$ cat src/rtl/brd_pkg.sv
package brd_pkg;
  // word offsets on chip select 0
  localparam int OFS_SPECIES = 0;
  localparam int OFS_STATID  = 1;
  localparam int OFS_CSR     = 2;
  localparam int OFS_CEN_LO  = 4;
  localparam int OFS_CEN_HI  = 5;
  localparam int OFS_DONE_LO = 6;
  localparam int OFS_DONE_HI = 7;
  localparam int OFS_IE_LO   = 8;
  localparam int OFS_IE_HI   = 9;
  localparam int OFS_STAT_LO = 10;
  localparam int OFS_STAT_HI = 11;
  localparam int OFS_REQ_LO  = 12;
  localparam int OFS_REQ_HI  = 13;
  localparam int OFS_SCR     = 16;

  // control word bit positions
  localparam int CB_ARM   = 0;
  localparam int CB_GIE   = 1;
  localparam int CB_AOE   = 2;
  localparam int CB_SOE   = 3;
  localparam int CB_ECL   = 4;
  localparam int CB_JEN   = 5;
  localparam int CB_JTLA  = 6;
  localparam int CB_JRDY  = 7;
  localparam int CB_RECFG = 8;
  localparam int CB_BERR  = 9;
  localparam int CB_REQ   = 10;
  localparam int CB_CERR  = 11;
  localparam int CB_IRQ   = 12;
  localparam int CTL_W    = 7;   // writable plain control bits 6:0

  typedef enum logic [1:0] {
    ARM_IDLE,
    ARM_ZERO,
    ARM_ONE,
    ARM_SET
  } arm_st_e;
endpackage

$ cat src/rtl/brd_arm_seq.sv
module brd_arm_seq
  import brd_pkg::*;
(
  input  logic clk,
  input  logic rst,
  input  logic csr_wr,
  input  logic arm_bit,
  input  logic cen_ones,
  output logic armed
);
  arm_st_e st_q;

  always_ff @(posedge clk) begin
    if (rst) begin
      st_q <= ARM_IDLE;
    end else if (cen_ones) begin
      st_q <= ARM_IDLE;
    end else if (csr_wr) begin
      case (st_q)
        ARM_IDLE: st_q <= arm_bit ? ARM_IDLE : ARM_ZERO;
        ARM_ZERO: st_q <= arm_bit ? ARM_ONE  : ARM_ZERO;
        ARM_ONE:  st_q <= arm_bit ? ARM_IDLE : ARM_SET;
        default:  st_q <= arm_bit ? ARM_IDLE : ARM_SET;
      endcase
    end
  end

  assign armed = (st_q == ARM_SET);
endmodule

$ cat src/rtl/brd_ctrl_csr.sv
module brd_ctrl_csr
  import brd_pkg::*;
(
  input  logic             clk,
  input  logic             rst,
  input  logic             wr,
  input  logic [CTL_W-1:0] ctl_wd,
  input  logic             recfg_wd,
  input  logic             berr_wd,
  input  logic             berr_pls,
  input  logic             ack_pls,
  output logic [CTL_W-1:0] ctl,
  output logic             recfg,
  output logic             berr
);
  always_ff @(posedge clk) begin
    if (rst) begin
      ctl   <= '0;
      recfg <= 1'b1;
      berr  <= 1'b1;
    end else begin
      if (wr) begin
        ctl   <= ctl_wd;
        recfg <= recfg & recfg_wd;   // write 0 clears, write 1 keeps
        berr  <= berr & berr_wd;
      end
      // hardware events take priority over a same-cycle write
      if (ack_pls)  ctl[CB_GIE] <= 1'b0;
      if (berr_pls) berr        <= 1'b1;
    end
  end
endmodule

$ cat src/rtl/brd_scratch.sv
module brd_scratch #(
  parameter int DW    = 16,
  parameter int WORDS = 16,
  localparam int SAW  = $clog2(WORDS)
) (
  input  logic           clk,
  input  logic           we,
  input  logic [SAW-1:0] waddr,
  input  logic [DW-1:0]  wdata,
  input  logic           re,
  input  logic [SAW-1:0] raddr,
  output logic [DW-1:0]  rdata
);
  logic [DW-1:0] mem [WORDS];

  always_ff @(posedge clk) begin
    if (we) mem[waddr] <= wdata;
    if (re) rdata <= mem[raddr];
  end
endmodule

$ cat src/rtl/brd_regfile.sv
module brd_regfile
  import brd_pkg::*;
#(
  parameter int          DW        = 16,
  parameter int          AW        = 5,
  parameter int          SCR_WORDS = 16,
  parameter logic [15:0] SPECIES   = 16'h0A5C,
  localparam int         NCHIP     = 2 * DW,
  localparam int         SAW       = $clog2(SCR_WORDS)
) (
  input  logic             clk,
  input  logic             rst,
  input  logic             bus_req,
  input  logic             bus_wr,
  input  logic [AW-1:0]    bus_addr,
  input  logic [DW-1:0]    bus_wdata,
  output logic [DW-1:0]    bus_rdata,
  input  logic [NCHIP-1:0] chip_stat_n,
  input  logic [NCHIP-1:0] chip_done,
  input  logic             jtag_rdy_n,
  input  logic             cfg_err_n,
  input  logic             irq_live,
  input  logic             bus_err_pls,
  input  logic             irq_ack_pls,
  input  logic             cfg_wr,
  output logic [DW-1:0]    status_id,
  output logic             gie,
  output logic             arr_oe_n,
  output logic             sup_oe_n,
  output logic             ecl_en,
  output logic             jtag_en,
  output logic             jtag_tla,
  output logic             irq_raise,
  output logic [NCHIP-1:0] cfg_sel
);
  logic             wr_stb, rd_stb, scr_hit, csr_wr, cen_ones, armed;
  logic [NCHIP-1:0] cen_q, ie_q, req_vec;
  logic             any_req;
  logic [CTL_W-1:0] ctl;
  logic             csr_recfg, csr_berr;
  logic [DW-1:0]    csr_word, rd_word, mux_q, scr_q;
  logic             scr_sel_q;

  assign wr_stb  = bus_req & bus_wr;
  assign rd_stb  = bus_req & ~bus_wr;
  assign scr_hit = (int'(bus_addr) >= OFS_SCR) && (int'(bus_addr) < OFS_SCR + SCR_WORDS);
  assign csr_wr  = wr_stb && (bus_addr == AW'(OFS_CSR));
  assign cen_ones = wr_stb && (|bus_wdata) &&
                    ((bus_addr == AW'(OFS_CEN_LO)) || (bus_addr == AW'(OFS_CEN_HI)));

  // Status/ID word
  always_ff @(posedge clk) begin
    if (rst)                                       status_id <= '0;
    else if (wr_stb && bus_addr == AW'(OFS_STATID)) status_id <= bus_wdata;
  end

  // per-chip masks, two halves each
  always_ff @(posedge clk) begin
    if (rst) begin
      cen_q <= '0;
      ie_q  <= '0;
    end else begin
      for (int h = 0; h < 2; h++) begin
        if (wr_stb && bus_addr == AW'(OFS_CEN_LO + h)) cen_q[h*DW +: DW] <= bus_wdata;
        if (wr_stb && bus_addr == AW'(OFS_IE_LO + h))  ie_q[h*DW +: DW]  <= bus_wdata;
      end
    end
  end

  assign req_vec = ie_q & ~chip_stat_n;
  assign any_req = |req_vec;

  brd_ctrl_csr u_csr (
    .clk      (clk),
    .rst      (rst),
    .wr       (csr_wr),
    .ctl_wd   (bus_wdata[CTL_W-1:0]),
    .recfg_wd (bus_wdata[CB_RECFG]),
    .berr_wd  (bus_wdata[CB_BERR]),
    .berr_pls (bus_err_pls),
    .ack_pls  (irq_ack_pls),
    .ctl      (ctl),
    .recfg    (csr_recfg),
    .berr     (csr_berr)
  );

  brd_arm_seq u_arm (
    .clk      (clk),
    .rst      (rst),
    .csr_wr   (csr_wr),
    .arm_bit  (bus_wdata[CB_ARM]),
    .cen_ones (cen_ones),
    .armed    (armed)
  );

  brd_scratch #(.DW(DW), .WORDS(SCR_WORDS)) u_scr (
    .clk   (clk),
    .we    (wr_stb & scr_hit),
    .waddr (bus_addr[SAW-1:0]),
    .wdata (bus_wdata),
    .re    (rd_stb & scr_hit),
    .raddr (bus_addr[SAW-1:0]),
    .rdata (scr_q)
  );

  assign gie      = ctl[CB_GIE];
  assign arr_oe_n = ~ctl[CB_AOE];
  assign sup_oe_n = ~ctl[CB_SOE];
  assign ecl_en   = ctl[CB_ECL];
  assign jtag_en  = ctl[CB_JEN];
  assign jtag_tla = ctl[CB_JTLA];

  always_comb begin
    csr_word              = '0;
    csr_word[CTL_W-1:0]   = ctl;
    csr_word[CB_JRDY]     = jtag_rdy_n;
    csr_word[CB_RECFG]    = csr_recfg;
    csr_word[CB_BERR]     = csr_berr;
    csr_word[CB_REQ]      = any_req;
    csr_word[CB_CERR]     = ~cfg_err_n;
    csr_word[CB_IRQ]      = irq_live;
  end

  always_comb begin
    case (bus_addr)
      AW'(OFS_SPECIES): rd_word = DW'(SPECIES);
      AW'(OFS_STATID):  rd_word = status_id;
      AW'(OFS_CSR):     rd_word = csr_word;
      AW'(OFS_CEN_LO):  rd_word = cen_q[DW-1:0];
      AW'(OFS_CEN_HI):  rd_word = cen_q[NCHIP-1:DW];
      AW'(OFS_DONE_LO): rd_word = chip_done[DW-1:0];
      AW'(OFS_DONE_HI): rd_word = chip_done[NCHIP-1:DW];
      AW'(OFS_IE_LO):   rd_word = ie_q[DW-1:0];
      AW'(OFS_IE_HI):   rd_word = ie_q[NCHIP-1:DW];
      AW'(OFS_STAT_LO): rd_word = chip_stat_n[DW-1:0];
      AW'(OFS_STAT_HI): rd_word = chip_stat_n[NCHIP-1:DW];
      AW'(OFS_REQ_LO):  rd_word = req_vec[DW-1:0];
      AW'(OFS_REQ_HI):  rd_word = req_vec[NCHIP-1:DW];
      default:          rd_word = '0;
    endcase
  end

  always_ff @(posedge clk) begin
    if (rst) begin
      mux_q     <= '0;
      scr_sel_q <= 1'b0;
    end else if (rd_stb) begin
      mux_q     <= rd_word;
      scr_sel_q <= scr_hit;
    end
  end

  assign bus_rdata = scr_sel_q ? scr_q : mux_q;

  always_ff @(posedge clk) begin
    if (rst) begin
      cfg_sel   <= '0;
      irq_raise <= 1'b0;
    end else begin
      cfg_sel   <= (armed && cfg_wr) ? (cen_q & ~NCHIP'(1)) : '0;
      irq_raise <= gie & any_req;
    end
  end
endmodule

$ cat config.mk
export PLATFORM = sky130hd
export DESIGN_NAME = brd_regfile
export DESIGN_NICKNAME = d
export VERILOG_FILES = /design/src/rtl/brd_pkg.sv /design/src/rtl/brd_arm_seq.sv /design/src/rtl/brd_ctrl_csr.sv /design/src/rtl/brd_scratch.sv /design/src/rtl/brd_regfile.sv
export SDC_FILE = /design/constraint.sdc
export NUM_CORES = 1
export LEC_CHECK = 0
export ABC_AREA = 1
export BUFFER_PORTS_ARGS = -buffer_cell sky130_fd_sc_hd__buf_2
export CAP_MARGIN = 20
export CORE_UTILIZATION = 35
export DETAILED_ROUTE_END_ITERATION = 10
export HOLD_SLACK_MARGIN = 0.08
export PLACE_DENSITY = 0.52
export SYNTH_ARGS = -nofsm -noshare
export SYNTH_HDL_FRONTEND = slang
export SYNTH_SLANG_ARGS = --single-unit
$ cat constraint.sdc
create_clock -name clk -period 5.2 [get_ports clk]
set_input_delay 0.78 -clock clk [delete_from_list [all_inputs] [get_ports clk]]
set_output_delay 0.78 -clock clk [all_outputs]
set_load 0.02 [all_outputs]
==> impl_summary.log <==
[metrics] leakage: 7.628 nW
[metrics] total gr overflow: 0
[metrics] number of input and output port buffers inserted: 164
[metrics] grt met3 use: 3.890%
[metrics] deepest clock path buffer count: 3
[metrics] final setup fails: 0
[metrics] CP max stage cell: sky130_fd_sc_hd__nor2_1
[metrics] violation count after the first detailed-routing iteration: 1357
[metrics] type of the worst min-delay path: input pin to flop
[metrics] Gates resized, CTS repair: 0
[metrics] die width: 220.7 µm
[metrics] Placer Congestion: 0.9726
[metrics] max-cap violation count: 0
[metrics] routed via count divided by cell count: 5.316
[metrics] first drt pass iteration count: 9
[metrics] Worst path most repeated cell: sky130_fd_sc_hd__inv_1
[metrics] Mapped Nets: 1716
[metrics] clock root buffer: sky130_fd_sc_hd__clkbuf_16
[metrics] final-layout setup total negative slack: 0 ns
[metrics] Sw Share: 23.08%
[metrics] worst vdd rail ir drop: 203.5 µV
[metrics] CTS buffer count: 43
[metrics] arrival time reported for the critical path endpoint: 3.33 ns
[metrics] Clock Skew: 0.01060 ns
[metrics] final routed DRC violation total: 7
[metrics] number of global-route vias before repair: 11742
[metrics] result of the run: finished with violations
[metrics] layer with the highest usage: met2
[metrics] number of fillers in the final layout: 4529
[metrics] H-tree Lvls: 2
[metrics] area of the die: 48710 µm²
[metrics] most area-consuming cells after synthesis: sky130_fd_sc_hd__edfxtp_1 49%, sky130_fd_sc_hd__dfxtp_1 17%, sky130_fd_sc_hd__nand2_1 8.1%
[metrics] pin count of the biggest net entering global routing: 88
[metrics] critical path peak fanout: 23
[metrics] top library cells by usage in the layout, fill and taps aside: 363 x sky130_fd_sc_hd__nand2_1, 272 x sky130_fd_sc_hd__edfxtp_1, 164 x sky130_fd_sc_hd__buf_2
[metrics] total area of sequential cells: 10970 µm²
[metrics] Seq/Total Area, Yosys: 65.53%
[metrics] ordered list of cells on the worst path: buf_2 -> inv_1 -> nand2_1 -> nor2_4 -> nand2_4 -> nor2_1 -> inv_1 -> o21ai_0 -> a21oi_1
[metrics] maximum operating frequency: 0.3468 GHz
[metrics] proportion of layout cells with a drive suffix above 1: 17.77%
[metrics] Placeable Area: 46850 µm²
[metrics] routed via count: 12865
[metrics] Yosys top cell area share: 48.79%
[metrics] Post-DP Area: 18280 µm²
[metrics] Clock transition at path regs: 0.06 ns
[metrics] HPWL after DPL: 37400 µm
[metrics] share of total power in the clock network: 43.4%
[metrics] transition at the pin with the smallest max-transition slack: 1.059 ns
[metrics] clock latency on the worst-skew pair: 0.58 ns
[metrics] TritonCTS clock tree: built
[metrics] sequential share of power: 50.9%
[metrics] footprint of the multi-input gates: 5004 µm²
[metrics] placed insts: 2348
[metrics] flops & latches, synth: 412
[metrics] Power Internal: 5.331 mW
[metrics] clock sink count: 412
[metrics] post-detailed-routing wire length: 56720 µm
[metrics] postcts setup bufs: 0
[metrics] mean post-synth cell area: 10.33 µm²
[metrics] Worst Path Required: 5.64 ns
[metrics] capturing element type of the critical path: flop
[metrics] number of nets in the finished design: 1881
[metrics] wire length of the first global-routing pass: 80810 µm
[metrics] post-layout minimum cycle time: 2.883 ns
[metrics] Setup Crit Path Kind: input pin to flop
[metrics] failing checks: design-rule violations
[metrics] max-slew violation count: 0
[metrics] max incr delay on CP: 0.63 ns
[metrics] setup slack after placement: 1.735 ns
[metrics] CTS Hold Buffers Added: 0
[metrics] final hold violation count: 0
[metrics] summed area of non-filler cells in the final layout: 19640 µm²
[metrics] Startpoint Class: input pin
[metrics] most common library cell in the layout ignoring fill and taps: sky130_fd_sc_hd__nand2_1
[metrics] met1 demand-to-capacity share in global routing: 33.98%
[metrics] min setup slack post-route: 2.317 ns
[metrics] synthesis warning total: 0
[metrics] pwr dens: 352.8 nW/µm²
[metrics] initial antenna violation count: 4
[metrics] Syn Std Cell Area: 16740 µm²
[metrics] post-synthesis cell type count: 32
[metrics] Final Instance Count excl. Fillers: 2420
[metrics] Switch Pwr: 1.599 mW
[metrics] setup repair after global routing missed its margin: false
[metrics] number of top-level design ports: 166
[metrics] GR Util All Layers: 23.11%
[metrics] combinational share of power: 5.8%
[metrics] Starting Density: 35.73%
[metrics] share of the clock period used by the worst path: 55.44%
[metrics] synthesis-to-layout area growth: 17.31%
[metrics] vertical extent of the die: 220.7 µm
[metrics] number of core rows: 79
[metrics] met2 capacity usage during global routing: 34.48%
[metrics] cell accounting for the most synthesized area: sky130_fd_sc_hd__edfxtp_1
[metrics] WL per Instance: 23.44 µm
[metrics] post-synthesis instance total: 1621
[metrics] Slew Limit Headroom: 28.84%
[metrics] remaining antenna violation count: 0
## sequential cells by signal, indices dropped and copies added, names as in the netlist
name	flops
u_arm.st_q	2
u_csr.recfg	1
scr_sel_q	1
cfg_sel	31
status_id	16
ie_q	32
u_csr.ctl	7
u_scr.mem	256
irq_raise	1
mux_q	16
cen_q	32
u_csr.berr	1
u_scr.rdata	16
## critical path: cells and delay by family
| kind | cells | cell delay, ns |
|---|---|---|
| and+or+nand+nor | 4 | 1.35 |
| buffers and inverters | 3 | 0.83 |
| AOI/OAI and AO/OA | 2 | 0.36 |
## stage by stage
step / hold slack, ns / util [%] / power [mW]
after floorplan: 0.4184 / - / 3.780
after global placement: 0.4528 / 39.02 / 3.991
final: 0.3984 / 41.92 / 6.930
after CTS: 0.3793 / 41.91 / 6.977
after global routing: 0.3961 / 41.92 / 7.130
after detailed placement: 0.4567 / 39.02 / 3.993
## kinds of logic (layout without fill, tap and decap cells)
group | after synthesis | count (layout) | share of synthesized area (%)
muxes | 16 | 16 | 1.076
DFF | 412 | 412 | 65.53
AOI/OAI and AO/OA | 347 | 347 | 12.36
other | 1 | 2 | 0.02240
and+or+nand+nor | 639 | 639 | 16.04
buffers and inverters | 206 | 397 | 4.977
## cells in the mapped netlist, drive strengths merged
library cell,count
edfxtp,272
clkbuf,37
inv,128
a21oi,84
dfxtp,140
nand2,372
or2,2
mux2,16
nand3,50
nor2,173
nor3,13
clkinv,3
buf,38
a22oi,128
nand4,24
o22ai,10
conb,1
nor4,5
o21ai,125
## layout make-up
type	instances	share of cell area [%]
clock buffers	50	5.778
diodes	1	0.01274
inverters	131	2.510
repair buffers	195	5.364
clock inverters	21	1.134
well taps	607	3.867
flip-flops and latches	412	55.86
multi-input cells	1003	25.48
## final timing paths
path / to / start / slack, ns / depth (start not counted)
max reg2reg: mux_q[15] / status_id[15] / 3.66 / 6
min reg2reg: mux_q[10] / mux_q[10] / 0.46 / 2
min: u_csr.berr / bus_err_pls / 0.40 / 3
max: cen_q[9] / bus_addr[1] / 2.32 / 9
## power by group through the flow
stage / combinational, mW / sequential [mW] / clock [mW]
floorplan: 0.190 / 3.59 / 0
global placement: 0.397 / 3.59 / 0
detailed placement: 0.399 / 3.59 / 0
CTS: 0.400 / 3.52 / 3.05
global route: 0.428 / 3.52 / 3.18
finish: 0.399 / 3.52 / 3.01
## metal layers
layer	wire length, µm	vias to the layer above
met4	1530	4
met5	26	-
met2	25280	492
met1	26000	6333
li1	-	5951
met3	3879	85
No activity file was read; power rests on OpenSTA's default activity.
